$ cat src/rtl/wtc_pkg.sv
package wtc_pkg;
    localparam int ADDR_W = 12;
    localparam int IDX_W  = 2;
    localparam int ID_W   = 2;
    localparam int LINES  = 1 << IDX_W;
    localparam int TAG_W  = ADDR_W - IDX_W;

    typedef enum logic [1:0] {
        BUS_NOP = 2'b00,
        BUS_RD  = 2'b01,
        BUS_WR  = 2'b10
    } bus_op_e;

    typedef enum logic [2:0] {
        ST_IDLE,
        ST_ARB,
        ST_ISSUE,
        ST_WAIT,
        ST_DONE
    } ctl_state_e;

    typedef struct packed {
        logic              write;
        logic              alloc;
        logic              hit;
        logic [ADDR_W-1:0] addr;
    } req_t;

    function automatic logic [IDX_W-1:0] idx_of(input logic [ADDR_W-1:0] a);
        return a[IDX_W-1:0];
    endfunction

    function automatic logic [TAG_W-1:0] tag_of(input logic [ADDR_W-1:0] a);
        return a[ADDR_W-1:IDX_W];
    endfunction
endpackage

$ cat src/rtl/wtc_tag_array.sv
module wtc_tag_array
    import wtc_pkg::*;
(
    input  logic             clk,
    input  logic             rst,
    input  logic [IDX_W-1:0] cpu_idx,
    input  logic [TAG_W-1:0] cpu_tag,
    output logic             cpu_hit,
    input  logic [IDX_W-1:0] snp_idx,
    input  logic [TAG_W-1:0] snp_tag,
    output logic             snp_hit,
    input  logic             inval_en,
    input  logic [IDX_W-1:0] inval_idx,
    input  logic             fill_en,
    input  logic [IDX_W-1:0] fill_idx,
    input  logic [TAG_W-1:0] fill_tag
);
    logic [LINES-1:0] valid_q;
    logic [TAG_W-1:0] tag_q [LINES];

    // Fill from our own completed transaction is ordered after a same-cycle snoop.
    for (genvar i = 0; i < LINES; i++) begin : g_line
        always_ff @(posedge clk) begin
            if (rst) begin
                valid_q[i] <= 1'b0;
                tag_q[i]   <= '0;
            end else if (fill_en && fill_idx == IDX_W'(i)) begin
                valid_q[i] <= 1'b1;
                tag_q[i]   <= fill_tag;
            end else if (inval_en && inval_idx == IDX_W'(i)) begin
                valid_q[i] <= 1'b0;
            end
        end
    end

    assign cpu_hit = valid_q[cpu_idx] && (tag_q[cpu_idx] == cpu_tag);
    assign snp_hit = valid_q[snp_idx] && (tag_q[snp_idx] == snp_tag);

    assert_fill_sets_valid_R6: assert property (@(posedge clk) disable iff (rst)
        fill_en |=> valid_q[$past(fill_idx)]);

    assert_inval_clears_R7: assert property (@(posedge clk) disable iff (rst)
        (inval_en && !(fill_en && fill_idx == inval_idx)) |=> !valid_q[$past(inval_idx)]);
endmodule

$ cat src/rtl/wtc_snoop_filter.sv
module wtc_snoop_filter
    import wtc_pkg::*;
#(
    parameter logic [ID_W-1:0] OWN_ID = 1
) (
    input  logic              clk,
    input  logic              rst,
    input  logic              snp_valid,
    input  logic [1:0]        snp_op,
    input  logic [ADDR_W-1:0] snp_addr,
    input  logic [ID_W-1:0]   snp_id,
    output logic [IDX_W-1:0]  lk_idx,
    output logic [TAG_W-1:0]  lk_tag,
    input  logic              lk_hit,
    output logic              inval_en,
    output logic [IDX_W-1:0]  inval_idx
);
    logic remote_write;

    assign lk_idx       = idx_of(snp_addr);
    assign lk_tag       = tag_of(snp_addr);
    assign remote_write = snp_valid && (snp_op == BUS_WR) && (snp_id != OWN_ID);
    assign inval_en     = remote_write && lk_hit;
    assign inval_idx    = lk_idx;

    assert_own_id_ignored_R8: assert property (@(posedge clk) disable iff (rst)
        (snp_valid && snp_id == OWN_ID) |-> !inval_en);

    assert_snoop_read_ignored_R8: assert property (@(posedge clk) disable iff (rst)
        (snp_valid && snp_op == BUS_RD) |-> !inval_en);
endmodule

$ cat src/rtl/wtc_req_fsm.sv
module wtc_req_fsm
    import wtc_pkg::*;
(
    input  logic              clk,
    input  logic              rst,
    input  logic              cfg_alloc,
    input  logic              cpu_req_valid,
    input  logic              cpu_req_write,
    input  logic [ADDR_W-1:0] cpu_req_addr,
    input  logic              lk_hit,
    output logic              cpu_ready,
    output logic              cpu_done,
    output logic              cpu_hit,
    output logic              bus_req,
    input  logic              bus_gnt,
    output logic              bus_cmd_valid,
    output logic [1:0]        bus_cmd_op,
    output logic [ADDR_W-1:0] bus_cmd_addr,
    input  logic              bus_ack,
    output logic              fill_en,
    output logic [IDX_W-1:0]  fill_idx,
    output logic [TAG_W-1:0]  fill_tag
);
    ctl_state_e state_q, state_d;
    req_t       req_q;
    logic       accept;

    assign accept = (state_q == ST_IDLE) && cpu_req_valid;

    always_comb begin
        state_d = state_q;
        unique case (state_q)
            ST_IDLE:  if (cpu_req_valid)
                          state_d = (!cpu_req_write && lk_hit) ? ST_DONE : ST_ARB;
            ST_ARB:   if (bus_gnt) state_d = ST_ISSUE;
            ST_ISSUE: state_d = ST_WAIT;
            ST_WAIT:  if (bus_ack) state_d = ST_DONE;
            ST_DONE:  state_d = ST_IDLE;
            default:  state_d = ST_IDLE;
        endcase
    end

    always_ff @(posedge clk) begin
        if (rst) begin
            state_q <= ST_IDLE;
            req_q   <= '0;
        end else begin
            state_q <= state_d;
            if (accept) begin
                req_q.write <= cpu_req_write;
                req_q.alloc <= cfg_alloc;
                req_q.hit   <= lk_hit;
                req_q.addr  <= cpu_req_addr;
            end
        end
    end

    assign cpu_ready     = (state_q == ST_IDLE);
    assign cpu_done      = (state_q == ST_DONE);
    assign cpu_hit       = cpu_done && req_q.hit;
    assign bus_req       = (state_q == ST_ARB) || (state_q == ST_ISSUE) || (state_q == ST_WAIT);
    assign bus_cmd_valid = (state_q == ST_ISSUE);
    assign bus_cmd_op    = bus_cmd_valid ? (req_q.write ? BUS_WR : BUS_RD) : BUS_NOP;
    assign bus_cmd_addr  = bus_cmd_valid ? req_q.addr : '0;

    // Reads always fill; writes fill only under the allocate policy.
    assign fill_en  = (state_q == ST_WAIT) && bus_ack && (!req_q.write || req_q.alloc);
    assign fill_idx = idx_of(req_q.addr);
    assign fill_tag = tag_of(req_q.addr);

    assert_cmd_after_grant_R10: assert property (@(posedge clk) disable iff (rst)
        bus_cmd_valid |-> $past(bus_gnt));

    assert_ready_no_bus_R10: assert property (@(posedge clk) disable iff (rst)
        cpu_ready |-> !bus_req);

    assert_req_held_R10: assert property (@(posedge clk) disable iff (rst)
        (bus_req && !bus_ack) |=> bus_req);

    assert_cmd_single_R11: assert property (@(posedge clk) disable iff (rst)
        bus_cmd_valid |=> !bus_cmd_valid);

    assert_read_hit_quiet_R3: assert property (@(posedge clk) disable iff (rst)
        (cpu_ready && cpu_req_valid && !cpu_req_write && lk_hit) |=> (cpu_done && !bus_req));

    assert_done_then_ready_R10: assert property (@(posedge clk) disable iff (rst)
        cpu_done |=> cpu_ready);
endmodule

$ cat src/rtl/wt_snoop_ctrl.sv
module wt_snoop_ctrl
    import wtc_pkg::*;
#(
    parameter logic [ID_W-1:0] CACHE_ID = 1
) (
    input  logic              clk,
    input  logic              rst,
    input  logic              cfg_alloc,
    input  logic              cpu_req_valid,
    input  logic              cpu_req_write,
    input  logic [ADDR_W-1:0] cpu_req_addr,
    output logic              cpu_ready,
    output logic              cpu_done,
    output logic              cpu_hit,
    output logic              bus_req,
    input  logic              bus_gnt,
    output logic              bus_cmd_valid,
    output logic [1:0]        bus_cmd_op,
    output logic [ADDR_W-1:0] bus_cmd_addr,
    output logic [ID_W-1:0]   bus_cmd_id,
    input  logic              bus_ack,
    input  logic              snp_valid,
    input  logic [1:0]        snp_op,
    input  logic [ADDR_W-1:0] snp_addr,
    input  logic [ID_W-1:0]   snp_id
);
    logic             lk_cpu_hit, lk_snp_hit;
    logic [IDX_W-1:0] snp_idx, inval_idx, fill_idx;
    logic [TAG_W-1:0] snp_tag, fill_tag;
    logic             inval_en, fill_en;

    assign bus_cmd_id = bus_cmd_valid ? CACHE_ID : '0;

    wtc_tag_array u_tags (
        .clk       (clk),
        .rst       (rst),
        .cpu_idx   (idx_of(cpu_req_addr)),
        .cpu_tag   (tag_of(cpu_req_addr)),
        .cpu_hit   (lk_cpu_hit),
        .snp_idx   (snp_idx),
        .snp_tag   (snp_tag),
        .snp_hit   (lk_snp_hit),
        .inval_en  (inval_en),
        .inval_idx (inval_idx),
        .fill_en   (fill_en),
        .fill_idx  (fill_idx),
        .fill_tag  (fill_tag)
    );

    wtc_snoop_filter #(.OWN_ID(CACHE_ID)) u_snoop (
        .clk       (clk),
        .rst       (rst),
        .snp_valid (snp_valid),
        .snp_op    (snp_op),
        .snp_addr  (snp_addr),
        .snp_id    (snp_id),
        .lk_idx    (snp_idx),
        .lk_tag    (snp_tag),
        .lk_hit    (lk_snp_hit),
        .inval_en  (inval_en),
        .inval_idx (inval_idx)
    );

    wtc_req_fsm u_fsm (
        .clk           (clk),
        .rst           (rst),
        .cfg_alloc     (cfg_alloc),
        .cpu_req_valid (cpu_req_valid),
        .cpu_req_write (cpu_req_write),
        .cpu_req_addr  (cpu_req_addr),
        .lk_hit        (lk_cpu_hit),
        .cpu_ready     (cpu_ready),
        .cpu_done      (cpu_done),
        .cpu_hit       (cpu_hit),
        .bus_req       (bus_req),
        .bus_gnt       (bus_gnt),
        .bus_cmd_valid (bus_cmd_valid),
        .bus_cmd_op    (bus_cmd_op),
        .bus_cmd_addr  (bus_cmd_addr),
        .bus_ack       (bus_ack),
        .fill_en       (fill_en),
        .fill_idx      (fill_idx),
        .fill_tag      (fill_tag)
    );

    assert_id_on_cmd_R11: assert property (@(posedge clk) disable iff (rst)
        bus_cmd_valid |-> (bus_cmd_id == CACHE_ID));

    assert_reset_idle_R1: assert property (@(posedge clk)
        $past(rst) |-> (cpu_ready && !bus_req && !cpu_done));
endmodule

$ cat config.mk
export PLATFORM = sky130hd
export DESIGN_NAME = wt_snoop_ctrl
export DESIGN_NICKNAME = d
export VERILOG_FILES = /design/src/rtl/wtc_pkg.sv /design/src/rtl/wtc_tag_array.sv /design/src/rtl/wtc_snoop_filter.sv /design/src/rtl/wtc_req_fsm.sv /design/src/rtl/wt_snoop_ctrl.sv
export SDC_FILE = /design/constraint.sdc
export NUM_CORES = 1
export LEC_CHECK = 0
export CAP_MARGIN = 20
export CORE_MARGIN = 3
export CORE_UTILIZATION = 45
export DETAILED_ROUTE_END_ITERATION = 10
export PLACE_DENSITY = 0.68
export SYNTH_ARGS = -nofsm -noshare
export SYNTH_HDL_FRONTEND = slang
export SYNTH_SLANG_ARGS = --single-unit
export TNS_END_PERCENT = 5
$ cat constraint.sdc
create_clock -name clk -period 4.95 [get_ports clk]
set_input_delay 0.7425 -clock clk [delete_from_list [all_inputs] [get_ports clk]]
set_output_delay 0.7425 -clock clk [all_outputs]
set_load 0.005 [all_outputs]
Word-level counts from Yosys, hierarchy flattened
Memory sizes are Yosys's and may differ from the RTL's.
Cells that the tools add are included.
{"block": "word_totals", "ram_bits": 40, "memories": 1, "ff_bits": 22, "output_inout_bits": 21, "input_bits": 36}
{"name": "u_tags.tag_q", "depth": 4, "word_bits": 10, "rd": 2, "rd_ports_with_merged_regs": 0, "write_ports": 4, "line_no": "wtc_tag_array.sv:19", "rtl": "logic [TAG_W-1:0] tag_q [LINES];"}
{"block": "op_classes", "n_lt_le_gt_ge": 2, "bitwise_logic": 4, "eq_ne": 17, "mux": 39, "reduce_logical": 31}
{"operator": "10-bit 2-to-1 mux", "count": 4}
{"operator": "1-bit 2-to-1 mux", "count": 25}
{"operator": "10-bit == test", "count": 2}
{"operator": "1-bit logical AND", "count": 18}
{"operator": "12-bit 2-to-1 mux", "count": 1}
{"operator": "3-bit 2-to-1 mux", "count": 4}
{"operator": "3-bit one-hot mux with 4 select lines", "count": 1}
{"operator": "2-bit == test, second input constant", "count": 5}
{"operator": "2-bit nonzero test", "count": 4}
{"operator": "3-bit by 2-bit == test with 1-bit output, second input constant", "count": 2}
{"operator": "2-bit by 3-bit less-than comparator with 1-bit output, second input constant", "count": 2}
{"operator": "2-bit inequality test, second input constant", "count": 3}
{"operator": "1-bit binary-select mux with 2-bit select", "count": 2}
{"operator": "2-bit by 1-bit == test with 1-bit output, second input constant", "count": 2}
{"operator": "2-bit logical NOT", "count": 2}
{"operator": "2-bit 2-to-1 mux", "count": 2}
{"operator": "1-bit OR", "count": 4}
{"operator": "3-bit by 1-bit == test with 1-bit output, second input constant", "count": 1}
{"operator": "3-bit == test, second input constant", "count": 1}
{"operator": "3-bit logical NOT", "count": 1}
{"operator": "1-bit logical OR", "count": 3}
{"operator": "3-bit AND reduction", "count": 1}
{"operator": "1-bit logical NOT", "count": 2}
{"operator": "2-bit by 1-bit inequality test with 1-bit output, second input constant", "count": 1}

Depth between registers and ports, before layout
Gate-level depths: netlist of the first run.
{"block": "logic_depth", "word_depth": 8, "ltp_mapped": 8, "mapped_depth_nobuf": 6}

Hierarchy
A second synthesis of the first run with hierarchy kept.
{"block": "hier_totals", "hier_cells": 341, "hier_area_um2": 3722.3}
{"module": "wtc_tag_array", "cells_per_inst": 200, "area_per_inst_um2": 2632.5, "seq_area_each_um2": 1281.2, "instances": 1}
{"module": "wtc_req_fsm", "cells_per_inst": 121, "area_per_inst_um2": 944.7, "seq_area_each_um2": 360.3, "instances": 1}
{"module": "wtc_snoop_filter", "cells_per_inst": 17, "area_per_inst_um2": 126.4, "seq_area_each_um2": 0.0, "instances": 1}
{"module": "wt_snoop_ctrl", "cells_per_inst": 3, "area_per_inst_um2": 18.8, "seq_area_each_um2": 0.0, "instances": 1}

Least setup slack after synthesis of the first run
OpenSTA, ideal clock, no wires.
{"block": "synth_timing", "path_kind": "input -> register", "start": "in snp_addr[1]", "end": "reg u_tags.valid_q[1]", "t_required_ns": 4.834, "path_buffers": 2, "cell_stages": 8, "t_arrival_ns": 2.245, "path_slack_ns": 2.589, "path_cell_list": "buf_2 buf_2 mux2i_1 xor2_1 o2111ai_1 a211oi_1 nand2_1 a31o_1"}
{"block": "synth_via", "elab_chain_len": 6}
{"item": "start: declaration", "line_no": "wt_snoop_ctrl.sv:24", "rtl": "input logic [ADDR_W-1:0] snp_addr,"}
{"item": "memory 4 x 10 bit or 1-bit binary-select mux with 2-bit select (tied branches)"}
{"item": "10-bit == test or 1-bit 2-to-1 mux (tied branches)", "line_no": "wtc_tag_array.sv:37", "rtl": "assign snp_hit = valid_q[snp_idx] && (tag_q[snp_idx] == snp_tag);"}
{"item": "1-bit logical AND", "line_no": "wtc_tag_array.sv:37"}
{"item": "1-bit logical AND", "line_no": "wtc_snoop_filter.sv:23", "rtl": "assign inval_en = remote_write && lk_hit;"}
{"item": "1-bit logical AND *", "line_no": "wtc_tag_array.sv:30", "rtl": "end else if (inval_en && inval_idx == IDX_W'(i)) begin"}
{"item": "2-bit nonzero test (no source line) *"}
{"item": "end signal: indexed assignment", "line_no": "wtc_tag_array.sv:25", "rtl": "valid_q[i] <= 1'b0;"}
{"item": "end signal: indexed assignment", "line_no": "wtc_tag_array.sv:28", "rtl": "valid_q[i] <= 1'b1;"}
{"item": "end signal: indexed assignment", "line_no": "wtc_tag_array.sv:31", "rtl": "valid_q[i] <= 1'b0;"}
{"item": "end: declaration", "line_no": "wtc_tag_array.sv:18", "rtl": "logic [LINES-1:0] valid_q;"}
Mark *: on every way between the ends. The rest lies on a longest branch, timed or not. The select of a mux whose other input is x is not followed.
A chain may end at the register's enable or synchronous reset.

Worst setup path in the final report of the first run
{"block": "layout_timing", "start": "in cpu_req_addr[1]", "end": "reg u_fsm.state_q[0]"}
{"block": "layout_via", "elab_chain_len": 7}
{"item": "start: declaration", "line_no": "wt_snoop_ctrl.sv:11", "rtl": "input logic [ADDR_W-1:0] cpu_req_addr,"}
{"item": "memory 4 x 10 bit or 1-bit binary-select mux with 2-bit select (tied branches)"}
{"item": "10-bit == test or 1-bit 2-to-1 mux (tied branches)", "line_no": "wtc_tag_array.sv:36", "rtl": "assign cpu_hit = valid_q[cpu_idx] && (tag_q[cpu_idx] == cpu_tag);"}
{"item": "1-bit logical AND *", "line_no": "wtc_tag_array.sv:36"}
{"item": "1-bit logical AND *", "line_no": "wtc_req_fsm.sv:34", "rtl": "state_d = (!cpu_req_write && lk_hit) ? ST_DONE : ST_ARB;"}
{"item": "3-bit 2-to-1 mux *", "line_no": "wtc_req_fsm.sv:34"}
{"item": "3-bit 2-to-1 mux *", "line_no": "wtc_req_fsm.sv:33", "rtl": "ST_IDLE: if (cpu_req_valid)"}
{"item": "3-bit one-hot mux with 4 select lines *", "line_no": "wtc_req_fsm.sv:32", "rtl": "unique case (state_q)"}
{"item": "end signal: assignment", "line_no": "wtc_req_fsm.sv:48", "rtl": "state_q <= state_d;"}
{"item": "end: declaration", "line_no": "wtc_req_fsm.sv:24", "rtl": "ctl_state_e state_q, state_d;"}
Marked as above.

==> results of run 1 <==
synth_stat cells, types with 2 or more instances:
cell type and instances:
o2111ai_1 2, mux4_1 2, mux2_2 2, mux4_2 7, and2_1 54, buf_2 4, o311a_1 2, xnor2_1 10
a21oi_1 20, a22oi_1 2, nor2b_1 2, nor2_1 6, nor3_1 7, and3_1 3, a31o_1 4, o211ai_1 2
dfxtp_1 22, o21ai_0 6, nand3_1 6, o31ai_1 2, nand2b_1 7, a211oi_1 2, edfxtp_1 40, xor2_1 14
clkbuf_1 11, buf_4 3, inv_1 6, nand2_1 39, buf_6 2, mux2i_1 22
through the flow:
step | hold WS (ns) | setup slack [ns] | total power [mW] | cell area [um2] | utilization (%)
floorplan | 0.436 | 2.59 | 0.696 | 3470 | -
global placement | 0.444 | 1.51 | 0.767 | 4060 | 55.1
CTS | 0.458 | 1.83 | 1.23 | 4290 | 58.2
global route | 0.482 | 1.68 | 1.27 | 4300 | 58.4
finish | 0.457 | 1.86 | 1.23 | 4300 | 58.4
detailed placement | 0.448 | 1.50 | 0.771 | 4080 | 55.4
routing by layer:
metal  routed length [um]  up-vias  track usage (%)
met5                    0        -                0
met4                  164        0             8.54
met3                  537       13             3.53
met2                 3900      100             32.1
met1                 4020     1209             29.0
li1                     -     1251                -
how the worst min path moves through the flow:
stage                                 end  cells past startpoint            start
final                     u_fsm.req_q[13]                      2  u_fsm.req_q[13]
after global routing      u_fsm.req_q[13]                      2  u_fsm.req_q[13]
after CTS                 u_fsm.req_q[13]                      2  u_fsm.req_q[13]
after detailed placement  u_fsm.req_q[13]                      2  u_fsm.req_q[13]
after global placement    u_fsm.req_q[13]                      2  u_fsm.req_q[13]
after floorplan           u_fsm.req_q[13]                      2  u_fsm.req_q[13]
cell type report:
| class | instances | share of cell area, % |
|---|---|---|
| clock inverter | 1 | 0.698 |
| multi-input combinational | 237 | 39.4 |
| inverter | 6 | 0.524 |
| sequential | 62 | 38.2 |
| timing repair buffer | 62 | 14.3 |
| clock buffer | 15 | 4.10 |
| tap | 99 | 2.88 |
power by group through the flow:
stage,Clock [mW],Combinational [mW],Sequential (mW)
after floorplan,0,0.102,0.594
after global placement,0,0.166,0.601
after detailed placement,0,0.170,0.601
after CTS,0.473,0.171,0.590
after global routing,0.488,0.186,0.594
final,0.467,0.171,0.590
cell usage in the layout (no fill, tap or decap), types with 2 or more instances in the layout:
cell,netlist,final
clkdlybuf4s50_1,0,55
and2_1,54,54
edfxtp_1,40,40
nand2_1,39,39
mux2i_1,22,22
dfxtp_1,22,22
a21oi_1,20,20
xor2_1,14,14
clkbuf_8,0,12
xnor2_1,10,10
nor3_1,7,7
nand2b_1,7,7
mux4_2,7,7
nor2_1,6,6
inv_1,6,6
nand3_1,6,6
o21ai_1,0,4
a31o_1,4,4
buf_4,3,4
and3_1,3,3
clkbuf_1,11,3
buf_6,2,3
nor2b_1,2,2
o311a_1,2,2
mux2_2,2,2
o211ai_1,2,2
mux4_1,2,2
o2111ai_1,2,2
o31ai_1,2,2
o21ai_0,6,2
a22oi_1,2,2
a211oi_1,2,2
critical path: stages:
cell and delay (ns):
clkdlybuf4s50_1 0.82, mux2i_1 0.32, nor3_1 0.07, a311o_1 0.34, nor4_1 0.37, nand4_1 0.25
o311a_1 0.39
state kept, by name, summed over array words and instances, names as in the netlist:
signal,count
u_tags.tag_q,40
u_fsm.fill_tag,10
u_tags.valid_q,4
u_fsm.req_q,3
u_fsm.state_q,3
u_fsm.fill_idx,2
kinds of logic after synthesis:
logic type,share of synthesized area [%]
other cells,0.108
xor+xnor,6.05
flops,47.3
simple gates,20.9
compound gates,8.50
buf+inv,4.14
mux,13.0
==> run summary, run 1 <==
status - finished clean
reg2reg setup slack - 2.73 ns
Max-Slew Margin vs Limit - 27.8%
Fill cells - 633
Final Slew Violations - 0
cts hold-fix bufs - 0
post-synthesis sequential area ratio - 47.3%
RR Endpoint - u_tags.tag_q[1][4]
number of max-cap violations - 0
n_diodes - 0
ANT nets after route - 0
vias in the first global route - 2,597
worst vdd ir - 157 uV
Synth area leaders - edfxtp_1, dfxtp_1, and2_1
Cells after Synth - 326
via count - 2,573
Critical Path Fanout Max - 9
fraction of the cycle the final worst path needs - 62.5%
row cnt - 31
port buffer count - 55
multi-input logic area - 0.00169 mm2
synthesis-stage register bit count - 62
wire length of the first global-routing pass - 13,600 um
clock tree from TritonCTS - built
Pre-Repair DR Iteration Count - 4
die width - 93.9 um
share of the synthesized area in the top cell type - 34.6%
fin crit period - 3.09 ns
Final Hold Fails - 0
switch share - 24.2%
drt wl/cell - 17.9 um
full die area - 0.00881 mm2
Setup TNS - 0 ns
Critical Path Sink - u_fsm.state_q[0]
synthesized area per cell - 10.7 um2
Static Leakage - 1.61 nW
DP Cell Count - 465
Hold Path Class - reg2reg
Post-DP HPWL - 6020 um
floorplan core area - 0.00737 mm2
Logic pwr share - 13.9%
Critical Path Sink Type - flip-flop
FFs w/ async S/R, synth - 0%
Primary FF master, synth - edfxtp_1
pin count of the biggest net entering global routing - 22
Pwr per Cell Area - 285 mW/mm2
antenna violations before repair - 0
Post-CTS Resized - 0
Reg2Reg Depth - 4
synth unique cells - 45
gr ovfl total - 0
sequential share of power - 48.1%
clock sink count - 62
Post-Layout Cell Count - 482
# IOs - 57
DRC - 0
maximum root-to-sink buffer count - 2
Internal Dissipation - 930 uW
share of cells above drive strength 1 - 8.09%
NetSw - 298 uW
Reg area - 0.00164 mm2
Post-synth EDFFs - 40
Area Growth Syn to Fin - 23.8%
CTS H-tree lvls - 3
vias per cell - 5.34
Synth Cell Area - 0.00347 mm2
Critical Path Start - cpu_req_addr[1]
Max Clock Skew - 0.00605 ns
GRT Total Usage - 20.8%
cts bufs inserted - 9
Syn Nets - 362
1st-iter DRT viols - 199
Crit Path Class - in2reg
type of origin of the critical path - input port
critical path arrival - 3.32 ns
Initial Util - 47.1%
worst path required time - 5.18 ns
Nets - 414
Clk pwr share - 38.0%
Critical R2R Launch - u_fsm.state_q[2]
Setup-failing EPs final - 0
CTS root buf - clkbuf_8
Yosys Warn Count - 0
RSZ-0062 raised after global routing - no
Worst Tran Pin Value - 1.08 ns
gpl congestion - 0.837
Clock Latency Late Sink - 0.34 ns
clock-pin slew on the worst setup and hold paths - 0.07 ns
die height - 93.9 um
Synth area leader - edfxtp_1
Fmax - 0.323 GHz
Post-CTS Setup Inserts - 0
final wirelength - 8620 um
No activity file was read; power rests on OpenSTA's default activity.
==> run 2: changes to the inputs <==
==> constraint.sdc (replaced) <==
create_clock -name clk -period 3.1 [get_ports clk]
set_input_delay 0.465 -clock clk [delete_from_list [all_inputs] [get_ports clk]]
set_output_delay 0.465 -clock clk [all_outputs]
set_load 0.005 [all_outputs]
==> run 2 against run 1 <==
Compared with the run above: global-route usage grew 0.40 points; largest power group unchanged; highest routed layer unchanged; clock power increased by 69%; final cell count is 2.7% higher.
==> run summary, run 2 (synthesis results as in run 1) <==
Post-CTS Setup Inserts - 0
Post-CTS Resized - 0
Post-Layout Cell Count - 495
status - finished clean
Max Clock Skew - 0.00789 ns
vias in the first global route - 2,723
number of max-cap violations - 0
Clock Latency Late Sink - 0.34 ns
Nets - 427
wire length of the first global-routing pass - 13,800 um
Critical Path Sink Type - flip-flop
most frequent cells in the layout - clkdlybuf4s50_1, and2_1, edfxtp_1
via count - 2,642
Final Slew Violations - 0
n_diodes - 0
drt wl/cell - 17.8 um
share of cells above drive strength 1 - 11.6%
vias per cell - 5.34
worst vdd ir - 214 uV
type of origin of the critical path - input port
CTS root buf - clkbuf_8
Critical Path Fanout Max - 12
most flop-heavy register - u_tags.tag_q
Pwr per Cell Area - 458 mW/mm2
Static Leakage - 1.68 nW
GRT Total Usage - 21.2%
critical path arrival - 2.90 ns
fin crit period - 2.67 ns
Crit Path Class - in2reg
clock tree from TritonCTS - built
antenna violations before repair - 0
max reg flops - 40
Final Hold Fails - 0
CP bufs+invs - 2
maximum root-to-sink buffer count - 2
port buffer count - 55
cts bufs inserted - 9
Top delay family on crit path - buffers and inverters
worst path required time - 3.33 ns
CP Cell Sequence - clkdlybuf4s50_1, buf_4, mux4_2, xor2_1, nor4_1, nand4_1, o311a_1
Worst Tran Pin Value - 0.656 ns
ANT nets after route - 0
Hold Path Class - reg2reg
Fmax - 0.375 GHz
floorplan core area - 0.00737 mm2
clock-pin slew on the worst setup and hold paths - 0.07 ns
gpl congestion - 0.836
pin count of the biggest net entering global routing - 21
cts hold-fix bufs - 0
clock sink count - 62
fraction of the cycle the final worst path needs - 86.0%
die width - 93.9 um
Setup TNS - 0 ns
Initial Util - 47.1%
CTS H-tree lvls - 3
commonest non-fill, non-tap cell in the layout - clkdlybuf4s50_1
1st-iter DRT viols - 145
slowest CP cell - clkdlybuf4s50_1
Worst path max stage delay - 0.73 ns
RSZ-0062 raised after global routing - no
full die area - 0.00881 mm2
Fill cells - 641
Setup-failing EPs final - 0
Area Growth Syn to Fin - 26.8%
final wirelength - 8800 um
Max-Slew Margin vs Limit - 56.2%
DRC - 0
Post-DP HPWL - 6300 um
# IOs - 57
row cnt - 31
die height - 93.9 um
gr ovfl total - 0
DP Cell Count - 479
Pre-Repair DR Iteration Count - 4
run 2: cell types whose count changed in the layout (fill, tap and decap cells not counted):
cell | previous run | this run
clkbuf_1 | 3 | 0
buf_4 | 4 | 20
bufinv_16 | 1 | 2
clkinv_4 | 0 | 1
clkinvlp_4 | 0 | 1
clkbuf_8 | 12 | 10
clkinv_1 | 0 | 1
clkinv_2 | 0 | 1
o21ai_1 | 4 | 0
buf_6 | 3 | 0
o21ai_0 | 2 | 6
run 2: worst register-to-register path: stages, from the launching register on:
cell,delay (ns)
edfxtp_1,0.40
mux2i_1,0.22
o32ai_1,0.12
a311o_1,0.27
nor4_1,0.35
nand4_1,0.24
o311a_1,0.38
run 2: power breakdown:
| group | switching [mW] | internal, mW |
|---|---|---|
| combinational | 0.140 | 0.143 |
| clock | 0.318 | 0.471 |
| sequential | 0.0319 | 0.911 |
run 2: metal layers:
metal | track usage (%) | up-vias | part of all wire (%)
met3 | 4.73 | 13 | 5.3
met4 | 7.94 | 0 | 1.6
met1 | 27.8 | 1253 | 47
met2 | 34.2 | 93 | 47
li1 | - | 1283 | -
met5 | 0 | - | 0
run 2: path summary, 6_finish.rpt:
check | from | to | slack [ns] | cells after the start
max reg2reg | u_tags.tag_q[3][8] | u_fsm.state_q[0] | 1.00 | 6
min reg2reg | u_fsm.req_q[13] | u_fsm.req_q[13] | 0.47 | 2
max | cpu_req_addr[1] | u_fsm.state_q[0] | 0.43 | 7
min | u_fsm.req_q[13] | u_fsm.req_q[13] | 0.47 | 2
run 2: metrics by stage:
stage / setup WS (ns) / area [um2] / utilization, % / power [mW] / hold slack, ns
6_report: 0.434 / 4400 / 59.8 / 2.02 / 0.467
5_1_grt: 0.337 / 4400 / 59.8 / 2.09 / 0.506
4_1_cts: 0.448 / 4400 / 59.8 / 2.02 / 0.470
3_5_place_dp: 0.0953 / 4180 / 56.7 / 1.24 / 0.460
3_3_place_gp: 0.107 / 4180 / 56.7 / 1.24 / 0.444
2_1_floorplan: 1.02 / 3470 / - / 1.11 / 0.436
run 2: layout make-up:
type | count | area (um2) | area share, %
multi-input cells | 237 | 1690 | 38.4
flip-flops and latches | 62 | 1640 | 37.3
repair buffers | 75 | 701 | 15.9
clock buffers | 10 | 138 | 3.13
well taps | 99 | 124 | 2.81
clock inverters | 6 | 85.1 | 1.93
inverters | 6 | 22.5 | 0.511
==> run 3: changes to the inputs <==
--- a/config.mk
+++ b/config.mk
@@ -9,6 +9,7 @@
 export CORE_MARGIN = 3
 export CORE_UTILIZATION = 45
 export DETAILED_ROUTE_END_ITERATION = 10
+export GPL_ROUTABILITY_DRIVEN = 1
 export PLACE_DENSITY = 0.68
 export SYNTH_ARGS = -nofsm -noshare
 export SYNTH_HDL_FRONTEND = slang
==> results of run 3 <==
No change in the layout: final DEF, timing and power equal those of run 2.
